### src/rtl/wdog_pkg.sv
package wdog_pkg;
  localparam int ADDR_W = 3;
  localparam int CTRL_W = 4;

  typedef enum logic [ADDR_W-1:0] {
    A_LOAD   = 3'd0,
    A_COUNT  = 3'd1,
    A_CTRL   = 3'd2,
    A_ICLR   = 3'd3,
    A_STATUS = 3'd4,
    A_LOCK   = 3'd5
  } reg_addr_e;

  // bit3 unmask, bit2 stall enable, bit1 reset enable, bit0 run
  typedef struct packed {
    logic irq_unmask;
    logic stall_en;
    logic rst_en;
    logic run;
  } ctrl_t;
endpackage

### src/rtl/wdog_lock.sv
module wdog_lock #(
  parameter int W = 32,
  parameter logic [W-1:0] KEY = 'h1ACCE551
) (
  input  logic         clk,
  input  logic         rst,
  input  logic         wipe,
  input  logic         we,
  input  logic [W-1:0] wr_data,
  output logic         locked
);
  always_ff @(posedge clk) begin
    if (rst || wipe) begin
      locked <= 1'b0;
    end else if (we) begin
      locked <= (wr_data != KEY);
    end
  end
endmodule

### src/rtl/wdog_regs.sv
module wdog_regs
  import wdog_pkg::*;
#(
  parameter int W = 32
) (
  input  logic              clk,
  input  logic              rst,
  input  logic              wipe,
  input  logic              wr_en,
  input  logic              rd_en,
  input  logic [ADDR_W-1:0] addr,
  input  logic [W-1:0]      wr_data,
  input  logic              locked,
  input  logic [W-1:0]      count,
  input  logic              pending,
  input  logic              irq,
  output logic [W-1:0]      load_q,
  output ctrl_t             ctrl_q,
  output logic              ld_we,
  output logic              clr_we,
  output logic              lock_we,
  output logic [W-1:0]      rd_data
);
  logic ctrl_we;

  always_comb begin
    ld_we   = wr_en && !locked && (addr == A_LOAD);
    ctrl_we = wr_en && !locked && (addr == A_CTRL);
    clr_we  = wr_en && !locked && (addr == A_ICLR);
    lock_we = wr_en && (addr == A_LOCK);
  end

  always_ff @(posedge clk) begin
    if (rst || wipe) begin
      load_q <= '1;
      ctrl_q <= '0;
    end else begin
      if (ld_we)   load_q <= wr_data;
      if (ctrl_we) ctrl_q <= ctrl_t'(wr_data[CTRL_W-1:0]);
    end
  end

  always_ff @(posedge clk) begin
    if (rst) begin
      rd_data <= '0;
    end else if (rd_en) begin
      case (addr)
        A_LOAD:   rd_data <= load_q;
        A_COUNT:  rd_data <= count;
        A_CTRL:   rd_data <= {{(W-CTRL_W){1'b0}}, ctrl_q};
        A_STATUS: rd_data <= {{(W-2){1'b0}}, irq, pending};
        A_LOCK:   rd_data <= {{(W-1){1'b0}}, locked};
        default:  rd_data <= '0;
      endcase
    end
  end
endmodule

### src/rtl/wdog_counter.sv
module wdog_counter #(
  parameter int W = 32
) (
  input  logic         clk,
  input  logic         rst,
  input  logic         wipe,
  input  logic         tick_en,
  input  logic         run,
  input  logic         stall_en,
  input  logic         cpu_halt,
  input  logic         reload,
  input  logic [W-1:0] reload_val,
  input  logic [W-1:0] load_q,
  output logic [W-1:0] count,
  output logic         timeout
);
  logic advance;

  always_comb begin
    advance = tick_en && run && !(stall_en && cpu_halt);
    timeout = advance && (count == '0);
  end

  always_ff @(posedge clk) begin
    if (rst || wipe) begin
      count <= '1;
    end else if (reload) begin
      count <= reload_val;
    end else if (timeout) begin
      count <= load_q;
    end else if (advance) begin
      count <= count - 1'b1;
    end
  end
endmodule

### src/rtl/wdog_stage.sv
module wdog_stage (
  input  logic clk,
  input  logic rst,
  input  logic timeout,
  input  logic clr,
  input  logic rst_en,
  input  logic unmask,
  output logic pending,
  output logic irq,
  output logic rst_req,
  output logic wipe
);
  always_comb begin
    wipe = timeout && pending && rst_en && !clr;
    irq  = pending && unmask;
  end

  always_ff @(posedge clk) begin
    if (rst) begin
      pending <= 1'b0;
      rst_req <= 1'b0;
    end else begin
      rst_req <= wipe;
      if (wipe || clr) begin
        pending <= 1'b0;
      end else if (timeout) begin
        pending <= 1'b1;
      end
    end
  end
endmodule

### src/rtl/wdog_two_stage.sv
module wdog_two_stage
  import wdog_pkg::*;
#(
  parameter int WIDTH = 32,
  parameter logic [WIDTH-1:0] UNLOCK_KEY = 'h1ACCE551
) (
  input  logic              clk,
  input  logic              rst,
  input  logic              tick_en,
  input  logic              cpu_halt,
  input  logic              wr_en,
  input  logic              rd_en,
  input  logic [ADDR_W-1:0] addr,
  input  logic [WIDTH-1:0]  wr_data,
  output logic [WIDTH-1:0]  rd_data,
  output logic              irq,
  output logic              rst_req
);
  logic [WIDTH-1:0] load_q;
  logic [WIDTH-1:0] count;
  logic [WIDTH-1:0] reload_val;
  ctrl_t            ctrl;
  logic             locked;
  logic             ld_we;
  logic             clr_we;
  logic             lock_we;
  logic             timeout;
  logic             pending;
  logic             wipe;

  assign reload_val = ld_we ? wr_data : load_q;

  wdog_lock #(.W(WIDTH), .KEY(UNLOCK_KEY)) u_lock (
    .clk(clk), .rst(rst), .wipe(wipe), .we(lock_we),
    .wr_data(wr_data), .locked(locked)
  );

  wdog_regs #(.W(WIDTH)) u_regs (
    .clk(clk), .rst(rst), .wipe(wipe), .wr_en(wr_en), .rd_en(rd_en),
    .addr(addr), .wr_data(wr_data), .locked(locked), .count(count),
    .pending(pending), .irq(irq), .load_q(load_q), .ctrl_q(ctrl),
    .ld_we(ld_we), .clr_we(clr_we), .lock_we(lock_we), .rd_data(rd_data)
  );

  wdog_counter #(.W(WIDTH)) u_cnt (
    .clk(clk), .rst(rst), .wipe(wipe), .tick_en(tick_en), .run(ctrl.run),
    .stall_en(ctrl.stall_en), .cpu_halt(cpu_halt),
    .reload(ld_we || clr_we), .reload_val(reload_val), .load_q(load_q),
    .count(count), .timeout(timeout)
  );

  wdog_stage u_stage (
    .clk(clk), .rst(rst), .timeout(timeout), .clr(clr_we),
    .rst_en(ctrl.rst_en), .unmask(ctrl.irq_unmask),
    .pending(pending), .irq(irq), .rst_req(rst_req), .wipe(wipe)
  );
endmodule

### config.mk
export PLATFORM = sky130hd
export DESIGN_NAME = wdog_two_stage
export DESIGN_NICKNAME = d
export VERILOG_FILES = /design/src/rtl/wdog_pkg.sv /design/src/rtl/wdog_lock.sv /design/src/rtl/wdog_regs.sv /design/src/rtl/wdog_counter.sv /design/src/rtl/wdog_stage.sv /design/src/rtl/wdog_two_stage.sv
export SDC_FILE = /design/constraint.sdc
export NUM_CORES = 1
export LEC_CHECK = 0
export BUFFER_PORTS_ARGS = -buffer_cell sky130_fd_sc_hd__buf_2
export CAP_MARGIN = 30
export CORE_UTILIZATION = 40
export DETAILED_ROUTE_END_ITERATION = 6
export RECOVER_POWER = 25
export SLEW_MARGIN = 20
export SYNTH_ARGS = -nofsm -noshare
export SYNTH_HDL_FRONTEND = slang
export SYNTH_SLANG_ARGS = --single-unit
### constraint.sdc
create_clock -name clk -period 3.78 [get_ports clk]
set_input_delay 0.756 -clock clk [delete_from_list [all_inputs] [get_ports clk]]
set_output_delay 0.756 -clock clk [all_outputs]
set_load 0.05 [all_outputs]
# Word level (Yosys, flattened, before mapping)
# Index checks and enable logic that the tools add are counted.
dict set report totals {
  regBits 103
  inputBits 41
}
dict set report op_classes {
  add_sub_neg 1
  n_eq_ne 6
  n_mux 5
  n_reduce_logical 23
}
# op n
set ops {}
lappend ops {{32-bit one-hot mux with 5 select lines} 1}
lappend ops {{32-bit 2-to-1 mux} 4}
lappend ops {{32-bit logical NOT} 1}
lappend ops {{32-bit by 29-bit != test with 1-bit output (second input constant)} 1}
lappend ops {{32-bit by 1-bit subtractor with 32-bit output (second input constant)} 1}
lappend ops {{1-bit logical AND} 13}
lappend ops {{3-bit by 2-bit == test with 1-bit output (second input constant)} 2}
lappend ops {{3-bit == test (second input constant)} 2}
lappend ops {{3-bit by 1-bit == test with 1-bit output (second input constant)} 1}
lappend ops {{1-bit logical NOT} 3}
lappend ops {{3-bit logical NOT} 1}
lappend ops {{1-bit logical OR} 3}
lappend ops {{3-bit nonzero test} 1}
lappend ops {{2-bit OR reduction} 1}

# Logic depth before layout (Yosys ltp)
dict set report logic_depth {
  word_depth 9
  mapped_depth 11
  ltp_nobuf 8
}

# By module
# A second synthesis with hierarchy kept.
dict set report unflattened {
  cells_unflattened 696
  area_unflattened_um2 6102.1
}
# module instances cells_each area_per_inst_um2
set by_module_without_submodules {}
lappend by_module_without_submodules {wdog_regs 1 329 3035.4}
lappend by_module_without_submodules {wdog_counter 1 307 2294.7}
lappend by_module_without_submodules {wdog_two_stage 1 37 546.8}
lappend by_module_without_submodules {wdog_lock 1 15 140.1}
lappend by_module_without_submodules {wdog_stage 1 8 85.1}

# Least setup slack after synthesis
# OpenSTA, ideal clock, no wires.
dict set report synth_path {
  path_type {input port to flip-flop}
  start {input port addr[2]}
  end {register u_cnt.count[19]}
  setup_ns 0.129
  t_arrival_ns 2.531
  required_ns 3.651
  slack_ns 1.119
  path_stages 9
  n_path_buf 3
  cell_sequence {clkbuf_1 > nor3_1 > nand3b_1 > clkbuf_1 > buf_1 > mux2i_1 > nor2_1 > a311oi_1 > o31ai_1}
}
dict set report synth_between {
  elab_chain_len 5
  elab_cells_between_ends 11
  classes_between {eq/ne (1); mux (2); reduce/logical (8)}
}
# item line
set synth_lines {}
lappend synth_lines {{start: declaration} wdog_two_stage.sv:13} ;# input logic [ADDR_W-1:0] addr,
lappend synth_lines {{3-bit by 2-bit == test with 1-bit output} wdog_regs.sv:29} ;# clr_we = wr_en && !locked && (addr == A_ICLR);
lappend synth_lines {{1-bit logical AND} wdog_regs.sv:29}
lappend synth_lines {{1-bit logical NOT} wdog_stage.sv:14} ;# wipe = timeout && pending && rst_en && !clr;
lappend synth_lines {{1-bit logical AND} wdog_stage.sv:14}
lappend synth_lines {{1-bit logical OR} wdog_counter.sv:25} ;# if (rst || wipe) begin
lappend synth_lines {{end signal: assignment} wdog_counter.sv:28} ;# count <= reload_val;
lappend synth_lines {{end signal: assignment} wdog_counter.sv:30} ;# count <= load_q;
lappend synth_lines {{end signal: assignment} wdog_counter.sv:32} ;# count <= count - 1'b1;
lappend synth_lines {{end: declaration} wdog_counter.sv:14} ;# output logic [W-1:0] count,
# Several ways; a longest one is shown, not always the timed one.
# A chain may end at the register's enable or synchronous reset.

# Worst setup path in the final report
dict set report layout_path {
  start {register u_cnt.count[14]}
  end {register u_cnt.count[22]}
}
dict set report layout_between {
  elab_chain_len 6
  elab_cells_between_ends 11
  classes_between {add/sub (1); mux (3); reduce/logical (7)}
}
# item
set layout_lines {}
lappend layout_lines {{branches (longest 6 deep; another with 32-bit by 1-bit subtractor with 32-bit output)}}
# Parallel ways; which one is timed is not known. The select of a mux whose other input is x is not followed.

==> summary.md <==
| Metric | Value |
|---|---|
| RSZ-0062 raised after global routing | no |
| FF-to-FF setup slack | 0.77 ns |
| Critical Path RT | 4.05 ns |
| Peak fanout along the critical path | 21 |
| Clk Latency, worst-skew pair | 0.36 ns |
| Endpoints failing setup | 0 |
| Total CTS buffers | 9 |
| CP Capture Type | flop |
| Clk_skew | 0.0133 ns |
| Mapped Area | 5370 um^2 |
| Relative slew margins | 38.4% |
| Power per cell area | 393 nW/um^2 |
| #FFs+latches synth | 103 |
| ANT nets after route | 0 |
| Worst Hold Path EP | u_regs.ctrl_q[3] |
| Leakage power | 2.41 nW |
| Number of global-route vias before repair | 4,880 |
| CP Class | reg2reg |
| Max_cap viols | 0 |
| Dominant synthesized flop cell | dfxtp_1 |
| DR vias/cell | 5.77 |
| Syn. warnings | 0 |
| F_max | 332 MHz |
| Critical Path Start Type | flop |
| Cells after synthesis | 659 |
| DIE AREA | 13,900 um^2 |
| Clock transition at the registers of the reported paths | 0.08 ns |
| Starting Density | 41.7% |
| Distinct cells, synth | 52 |
| CTS max path bufs | 2 |
| Synth async-reset ratio | 0% |
| P&R area growth vs syn | 13.7% |
| Min-Delay Path Depth | 2 |
| Number of post-CTS setup repair buffers | 0 |
| IO Pins | 75 |
| GP Congestion | 0.869 |
| Period minus WS final | 3.01 ns |
| Nets | 748 |
| Fillers | 1,320 |
| Drt pass-1 iters | 7 |
| Iteration-0 DRC Markers | 424 |
| Post-synth EDFFs | 0 |
| Cell area after layout | 6100 um^2 |
| Sinks on Clock Net | 103 |
| Most common cell after layout, fill and taps aside | dfxtp_1 |
| Worst setup margin | 0.766 ns |
| Max-slew violation count | 0 |
| Final period util | 79.7% |
| R2R Path End | u_cnt.count[22] |
| DR WL/cell | 18.1 um |
| Rows | 41 |
| Pin count of the biggest net entering global routing | 42 |
| IO buf count | 74 |
| GRT Overall Usage | 23.5% |
| CP peak stage delay | 0.79 ns |
| Slew @ Worst Pin | 0.921 ns |
| Die width | 118 um |
| PostCTS Resize Cnt | 0 |
| Syn_area_per_cell | 8.15 um^2 |
| Final Hold Vio Count | 0 |
| Vias | 5,098 |
| CP Cell Sequence | or4_1 > nor4_4 > and3_1 > a41o_1 > a311oi_1 > o31ai_1 |
| Estimated wirelength of the detail-placed design | 10,800 um |
| Cell family with most CP delay | simple AND/OR/NAND/NOR gates |
| Most frequent cells in the layout | dfxtp_1, nor2_1, nand2_1 |
| Die Span Y | 118 um |
| Fin Setup TNS | 0 ns |
| Status | finished, final reports clean |
| First-pass GRT wire length | 25,800 um |
| Initial antenna violation count | 0 |
| Core footprint | 12,900 um^2 |
| Worst hold start | u_regs.ctrl_q[3] |
| HP Class | reg2reg |
| VDD IR max | 344 uV |
| GRT Residual Overflow | 0 |
| Synth Net Count | 701 |
| H-Tree Level Count | 3 |
| Root Driver | clkbuf_16 |
| Crit-path slowest cell | a41o_1 |
| R2R Path Start | u_cnt.count[14] |
| Pre-CTS WS | 0.498 ns |
| Post-synthesis sequential area ratio | 38.4% |
| Hold-fix buffers, CTS | 0 |
| DRT Wirelength | 16,000 um |
| WP buf/inv | 0 |
| Worst r2r path cells | 6 |
| Share of layout cells above drive strength 1 | 11.7% |
| Final Hold Slack | 0.490 ns |
| DP Area | 5860 um^2 |
| CTS tree | done |
| DRC Markers | 0 |
| Critical Path AT | 3.29 ns |
| N_diodes | 0 |
area by class of cell:
class                   instances  area, um^2  share of cell area (%)
repair buffers                 88         433                    7.09
multi-input cells             501        3090                    50.7
clock inverters                 7        61.3                    1.00
clock buffers                   9         225                    3.69
well taps                     172         215                    3.53
inverters                       3        11.3                   0.185
flip-flops and latches        103        2060                    33.8
tightest hold or removal path, stage by stage (launching register included):
cell and delay (ns):
dfxtp_1 0.33, nand2_1 0.06, a21oi_1 0.05
state kept, by name, summed over array words and instances, names as in the netlist:
signal and flops:
u_stage.rst_req 1, u_regs.ctrl_q 4, u_cnt.count 32, u_stage.pending 1
u_lock.locked 1, u_regs.load_q 32, u_regs.rd_data 32
metal layers:
metal,track usage [%],part of all wire (%)
met4,5.53,1.1
met5,0,0
met1,32.5,46
met2,36.5,45
met3,5.72,7.6
cells in the mapped netlist (all sizes together) (5+ instances only):
cell type | instances | area share [%]
dfxtp | 103 | 38
nor2 | 81 | 5.7
nand2 | 65 | 4.5
a21oi | 48 | 4.5
clkbuf | 37 | 2.6
nor2b | 36 | 4.2
mux2i | 34 | 6.3
a22o | 28 | 4.6
o21ai | 28 | 2.7
nand3 | 26 | 2.4
a31oi | 17 | 2.0
nor3 | 16 | 1.5
o211ai | 16 | 2.2
buf | 15 | 1.7
xnor2 | 11 | 1.8
a311oi | 10 | 1.6
xor2 | 9 | 1.5
nand4 | 8 | 0.93
nor4 | 8 | 1.7
and2 | 6 | 0.70
o31ai | 6 | 0.84
or4 | 6 | 0.91
and3 | 5 | 0.58
nand3b | 5 | 0.70
report_power, final:
part           switching, mW  internal [mW]  total [mW]  leakage (nW)
logic                  0.189          0.111       0.299          1.43
registers             0.0477           1.13        1.17         0.839
clock network          0.461          0.463       0.924         0.141
total                  0.698           1.70        2.40          2.41
cells by family after synthesis:
group / Yosys count / share of synthesized area [%]
XOR/XNOR: 20 / 3.26
adder cells (fa/ha/maj): 1 / 0.233
multiplexers: 35 / 6.76
AND/OR/NAND/NOR: 280 / 26.5
buffers and inverters: 55 / 4.45
flip-flops: 103 / 38.4
AO/OA/AOI/OAI: 165 / 20.4
how the worst max path moves through the flow:
| stage | cells past startpoint | start | to | slack (ns) |
|---|---|---|---|---|
| floorplan | 9 | addr[2] | u_cnt.count[19] | 1.12 |
| global placement | 7 | addr[2] | u_cnt.count[8] | 0.62 |
| detailed placement | 7 | addr[2] | u_cnt.count[9] | 0.50 |
| CTS | 6 | u_cnt.count[14] | u_cnt.count[22] | 0.79 |
| global route | 6 | u_cnt.count[14] | u_cnt.count[22] | 0.58 |
| finish | 6 | u_cnt.count[14] | u_cnt.count[22] | 0.77 |
through the flow:
stage,util (%),power [mW],cells
2_1_floorplan,-,1.40,659
3_3_place_gp,45.5,1.49,867
3_5_place_dp,45.5,1.50,867
4_1_cts,47.7,2.42,883
5_1_grt,47.4,2.49,883
6_report,47.4,2.40,883
No activity file was read; power rests on OpenSTA's default activity.
